[config.mk]
export PLATFORM = sky130hd
export DESIGN_NAME = cfg_responder
export DESIGN_NICKNAME = d
export VERILOG_FILES = /design/src/rtl/cfg_resp_pkg.sv /design/src/rtl/cfg_addr_match.sv /design/src/rtl/cfg_desc_table.sv /design/src/rtl/cfg_lane_sel.sv /design/src/rtl/cfg_responder.sv
export SDC_FILE = /design/constraint.sdc
export NUM_CORES = 1
export LEC_CHECK = 0
export ABC_AREA = 1
export CAP_MARGIN = 0
export CORE_MARGIN = 4
export CORE_UTILIZATION = 40
export CTS_CLUSTER_SIZE = 10
export DETAILED_ROUTE_END_ITERATION = 6
export HOLD_SLACK_MARGIN = 0.12
export PLACE_DENSITY_LB_ADDON = 0.12
export REMOVE_ABC_BUFFERS = 1
export SYNTH_ARGS = -nofsm -noshare
export SYNTH_HDL_FRONTEND = slang
export SYNTH_SLANG_ARGS = --single-unit
[constraint.sdc]
create_clock -name clk -period 2.3 [get_ports clk]
set_clock_uncertainty 0.05 [all_clocks]
set_input_delay 0.345 -clock clk [delete_from_list [all_inputs] [get_ports clk]]
set_output_delay 0.345 -clock clk [all_outputs]
set_load 0.1 [all_outputs]
[src/rtl/cfg_resp_pkg.sv]
package cfg_resp_pkg;
  typedef enum logic [1:0] {
    SZ_BYTE = 2'd0,
    SZ_HALF = 2'd1,
    SZ_WORD = 2'd2,
    SZ_WALT = 2'd3
  } cfg_size_e;

  localparam logic [7:0]  VID_SILENT = 8'hFF;
  localparam logic [31:0] OPEN_BUS   = 32'hFFFF_FFFF;

  function automatic logic [2:0] size_bytes(input logic [1:0] sz);
    case (sz)
      SZ_BYTE: size_bytes = 3'd1;
      SZ_HALF: size_bytes = 3'd2;
      default: size_bytes = 3'd4;
    endcase
  endfunction
endpackage

[src/rtl/cfg_addr_match.sv]
module cfg_addr_match
  import cfg_resp_pkg::*;
(
  input  logic       sel,
  input  logic       rd,
  input  logic [7:0] req_vid,
  input  logic [7:0] own_vid,
  output logic       hit
);
  logic id_eq;
  logic id_live;

  always_comb begin
    id_eq   = (req_vid == own_vid);
    id_live = (own_vid != VID_SILENT);
    hit     = sel && rd && id_eq && id_live;
  end
endmodule

[src/rtl/cfg_desc_table.sv]
module cfg_desc_table #(
  parameter logic [31:0] TYPE_ID = 32'h0,
  parameter logic [7:0]  PHYS_ID = 8'h0,
  parameter bit          EXT_EN  = 1'b0,
  parameter logic [31:0] EXT_ID0 = 32'h0,
  parameter logic [31:0] EXT_ID1 = 32'h0,
  parameter int          WIN     = 8
) (
  input  logic [7:0]       master_vid,
  output logic [WIN*8-1:0] tbl
);
  localparam int BASE_BYTES = 8;

  always_comb begin
    tbl[31:0]  = TYPE_ID;
    tbl[39:32] = PHYS_ID;
    tbl[47:40] = master_vid;
    tbl[55:48] = ~PHYS_ID;
    tbl[63:56] = ~master_vid;
  end

  generate
    if (EXT_EN) begin : g_ext
      always_comb begin
        tbl[BASE_BYTES*8 +: 32]      = EXT_ID0;
        tbl[BASE_BYTES*8 + 32 +: 32] = EXT_ID1;
      end
    end
  endgenerate
endmodule

[src/rtl/cfg_lane_sel.sv]
module cfg_lane_sel
  import cfg_resp_pkg::*;
#(
  parameter int WIN    = 8,
  parameter int ADDR_W = 8
) (
  input  logic [WIN*8-1:0]  tbl,
  input  logic [ADDR_W-1:0] addr,
  input  logic [1:0]        size,
  output logic [31:0]       data
);
  localparam int IDX_W = $clog2(WIN);
  localparam int LANES = 4;

  logic [2:0] nbytes;
  assign nbytes = size_bytes(size);

  for (genvar k = 0; k < LANES; k++) begin : g_lane
    logic [IDX_W-1:0] idx;
    always_comb begin
      idx = addr[IDX_W-1:0] + IDX_W'(k);
      if (3'(k) < nbytes) data[k*8 +: 8] = tbl[idx*8 +: 8];
      else                data[k*8 +: 8] = 8'hFF;
    end
  end
endmodule

[src/rtl/cfg_responder.sv]
module cfg_responder
  import cfg_resp_pkg::*;
#(
  parameter logic [31:0] TYPE_ID = 32'h3072_6D54,
  parameter logic [7:0]  PHYS_ID = 8'h03,
  parameter bit          EXT_EN  = 1'b0,
  parameter logic [31:0] EXT_ID0 = 32'h0000_0000,
  parameter logic [31:0] EXT_ID1 = 32'h0000_0000,
  parameter int          ADDR_W  = 8
) (
  input  logic              clk,
  input  logic              rst,
  input  logic [7:0]        own_vid,
  input  logic [7:0]        master_vid,
  input  logic              sel,
  input  logic              rd,
  input  logic [7:0]        req_vid,
  input  logic [ADDR_W-1:0] addr,
  input  logic [1:0]        size,
  output logic              drv,
  output logic [31:0]       rdata
);
  localparam int WIN = EXT_EN ? 16 : 8;

  logic             hit;
  logic [WIN*8-1:0] tbl;
  logic [31:0]      lane_data;

  cfg_addr_match u_match (
    .sel     (sel),
    .rd      (rd),
    .req_vid (req_vid),
    .own_vid (own_vid),
    .hit     (hit)
  );

  cfg_desc_table #(
    .TYPE_ID (TYPE_ID),
    .PHYS_ID (PHYS_ID),
    .EXT_EN  (EXT_EN),
    .EXT_ID0 (EXT_ID0),
    .EXT_ID1 (EXT_ID1),
    .WIN     (WIN)
  ) u_table (
    .master_vid (master_vid),
    .tbl        (tbl)
  );

  cfg_lane_sel #(
    .WIN    (WIN),
    .ADDR_W (ADDR_W)
  ) u_lanes (
    .tbl  (tbl),
    .addr (addr),
    .size (size),
    .data (lane_data)
  );

  always_ff @(posedge clk) begin
    if (rst) begin
      drv   <= 1'b0;
      rdata <= OPEN_BUS;
    end else begin
      drv   <= hit;
      rdata <= hit ? lane_data : OPEN_BUS;
    end
  end
endmodule

==> results.py <==
metrics = {
    "clock_tree": {
        "cts_resized": 0,
        "clock_tree_from_tritoncts": "built",
        "cts_sinks": 33,
        "clockRootBuffer": "clkbuf_8",
        "cts_max_level": 2,
        "cts.clk_slew.worst_paths_ns": 0.06,
        "cts-root-to-sink-buffers": 2,
        "post_cts_hold_buffer_count": 0,
        "cts_buffers": 5,
        "postCtsSetupBuffers": 0,
    },
    "critical_path": {
        "setup.worst_path.class": "input pin to flip-flop",
        "cp-startpoint": "addr[0]",
        "worstPathRequired_ns": 2.40,
        "timing.critical_path.to": "rdata[25]",
        "timing.critical_path.fanout_max": 9,
        "setup.worst_path.end_class": "flip-flop",
        "startpoint_type": "input pin",
        "cp_data_arrival_time_ns": 1.95,
    },
    "routing": {
        "drt_iter0_drc": 107,
        "dr_total_vias": 1976,
        "via_per_inst": 4.96,
        "routed_wl_mm": 4.64,
        "detail_route.drc_violations": 0,
        "wl_per_cell_um": 11.6,
        "drt.antenna.violating_nets": 0,
        "drt_pass1_iterations": 4,
    },
    "sta": {
        "final_max_tran_viols": 0,
        "final.setup.tns_ns": 0,
        "hold_violations": 0,
        "unrepaired_setup_endpoints_after_global_routing": "no",
        "layout_worst_path_cycle_share": 0.805,
        "setup_viol_count_final": 0,
        "holdWs_ns": 0.809,
        "maxSlewHeadroom": 0.732,
        "period_needed_ns": 1.85,
        "max_clock_freq_mhz": 540,
        "worst_slack_ns": 0.449,
        "worst_pin_slew_ns": 0.399,
    },
    "place": {
        "minimum_setup_slack_after_placement_ns": 0.179,
        "final_hpwl_from_detailed_placement_mm": 3.47,
        "routabilityCongestion": 0.836,
        "placement.io_buffers": 65,
    },
    "yosys": {
        "postSynthCellCount": 276,
        "seq_area_frac_synth": 0.345,
        "synth.cell_area_mm2": 0.00192,
        "ys_seq_elements": 33,
        "number_of_distinct_library_cells_after_synthesis": 29,
        "syn_avg_cell_area_um2": 6.94,
        "total_number_of_yosys_warnings": 0,
    },
    "grt": {
        "grt.overflow.total": 0,
        "grt_use_total": 0.163,
        "grt_max_degree": 34,
        "grt_pass1_vias": 1861,
        "grt_antenna_before_repair": 0,
        "wire_length_of_the_first_global_routing_pass_mm": 7.93,
    },
    "power_and_ir_drop": {
        "leakage_nw": 1.22,
        "power_density_mw_per_mm2": 497,
        "maximum_vdd_drop_mv": 0.216,
    },
    "floorplan": {
        "cell_rows": 24,
        "floorplan.initialDensity": 0.425,
        "die_h_um": 77.2,
        "floorplan.die_area_mm2": 0.00596,
        "io_pins": 71,
        "core_area_mm2": 0.00450,
        "die_x_um": 77.2,
    },
    "min_path": {
        "worst_hold_class": "input pin to flip-flop",
    },
    "layout": {
        "fill_cell_total_of_the_finished_layout": 441,
        "syn2layout_area_growth_pct": 37.2,
        "fin_util": 0.583,
        "post_route_cells_drive_above_1_share": 0.188,
        "antenna_diode_instance_count": 0,
        "finalNetCount": 393,
    },
    "status": {
        "status": "complete, no violations",
    },
    "run": {
        "drv_cap": 0,
    },
}
routing by layer:
| metal | share of wire | track usage | up-vias |
|---|---|---|---|
| met5 | 0 | 0 | - |
| met4 | 0.019 | 0.0658 | 0 |
| met3 | 0.057 | 0.0480 | 7 |
| met2 | 0.46 | 0.264 | 54 |
| met1 | 0.46 | 0.200 | 876 |
| li1 | - | - | 1039 |
worst min-delay path by stage:
stage                              from         to  slack, ns  depth (start not counted)
after global placement        rdata[11]  rdata[11]       0.79                          1
after floorplan                 addr[2]   rdata[6]       0.43                          2
final                           addr[2]   rdata[6]       0.81                          4
after CTS                 master_vid[3]   rdata[3]       0.81                          4
after global routing      master_vid[7]  rdata[15]       0.87                          5
after detailed placement      rdata[13]  rdata[13]       0.79                          1
flip-flops by register name (all words and copies together) (netlist names):
register and flops:
rdata 32, drv 1
placed cells by master, fill, tap and decap left out, types with 2 or more instances in the layout:
cell	n
clkbuf_8	6
inv_1	19
nor2_1	14
nand4_1	28
buf_4	43
nand2_1	98
xor2_1	4
a21oi_1	3
or2_2	2
dfxtp_1	33
nand2_2	3
xnor2_1	4
inv_4	2
inv_2	4
clkdlybuf4s50_1	32
o21ai_0	6
nand3_1	22
o21ai_1	4
ha_1	9
per-stage QoR:
step / cells / area [µm²] / power, mW
global placement: 391 / 2540 / 0.886
global route: 398 / 2630 / 1.39
floorplan: 263 / 1810 / 0.757
finish: 398 / 2630 / 1.31
detailed placement: 391 / 2540 / 0.889
CTS: 398 / 2630 / 1.32
kinds of logic (layout without fill, tap and decap cells):
group	Yosys count	in the layout	share of synthesized area
DFF	33	33	0.345
and+or+nand+nor	172	172	0.404
xor gates and xnor gates	9	9	0.0451
AOI/OAI and AO/OA	15	15	0.0418
adders and majority gates	9	9	0.0588
buffers and inverters	38	108	0.105
critical path: stages:
cell and delay (ns):
clkdlybuf4s50_1 0.56, inv_2 0.08, ha_1 0.37, inv_2 0.18
o21ai_0 0.14, nand2_1 0.08, nand2_1 0.04, nand2_1 0.07
nand4_1 0.09
area by class of cell:
type                       count  area [µm²]  area share
sequential                    33         661       0.251
timing repair buffer          76         663       0.252
clock buffer                   7        86.3      0.0329
multi-input combinational    205        1050       0.401
tap                           52        65.1      0.0248
inverter                      25        98.8      0.0376
report_power, final:
group / switching (mW) / internal, mW / total (mW) / leakage, nW
clock: 0.190 / 0.237 / 0.426 / 0.0443
combinational: 0.177 / 0.129 / 0.307 / 0.907
sequential: 0.0000695 / 0.572 / 0.572 / 0.267
total: 0.367 / 0.938 / 1.31 / 1.22
cell usage after synthesis, drive strengths merged:
master | instances | area (µm²)
a21oi | 3 | 15.0
a31oi | 1 | 6.26
and2 | 1 | 6.26
buf | 12 | 98.8
clkbuf | 1 | 3.75
dfxtp | 33 | 661
ha | 9 | 113
inv | 25 | 98.8
nand2 | 101 | 387
nand3 | 22 | 110
nand3b | 1 | 7.51
nand4 | 28 | 175
nor2 | 16 | 70.1
o21ai | 11 | 58.8
or2 | 3 | 18.8
xnor2 | 5 | 51.3
xor2 | 4 | 35.0
No activity file was read; power rests on OpenSTA's default activity.
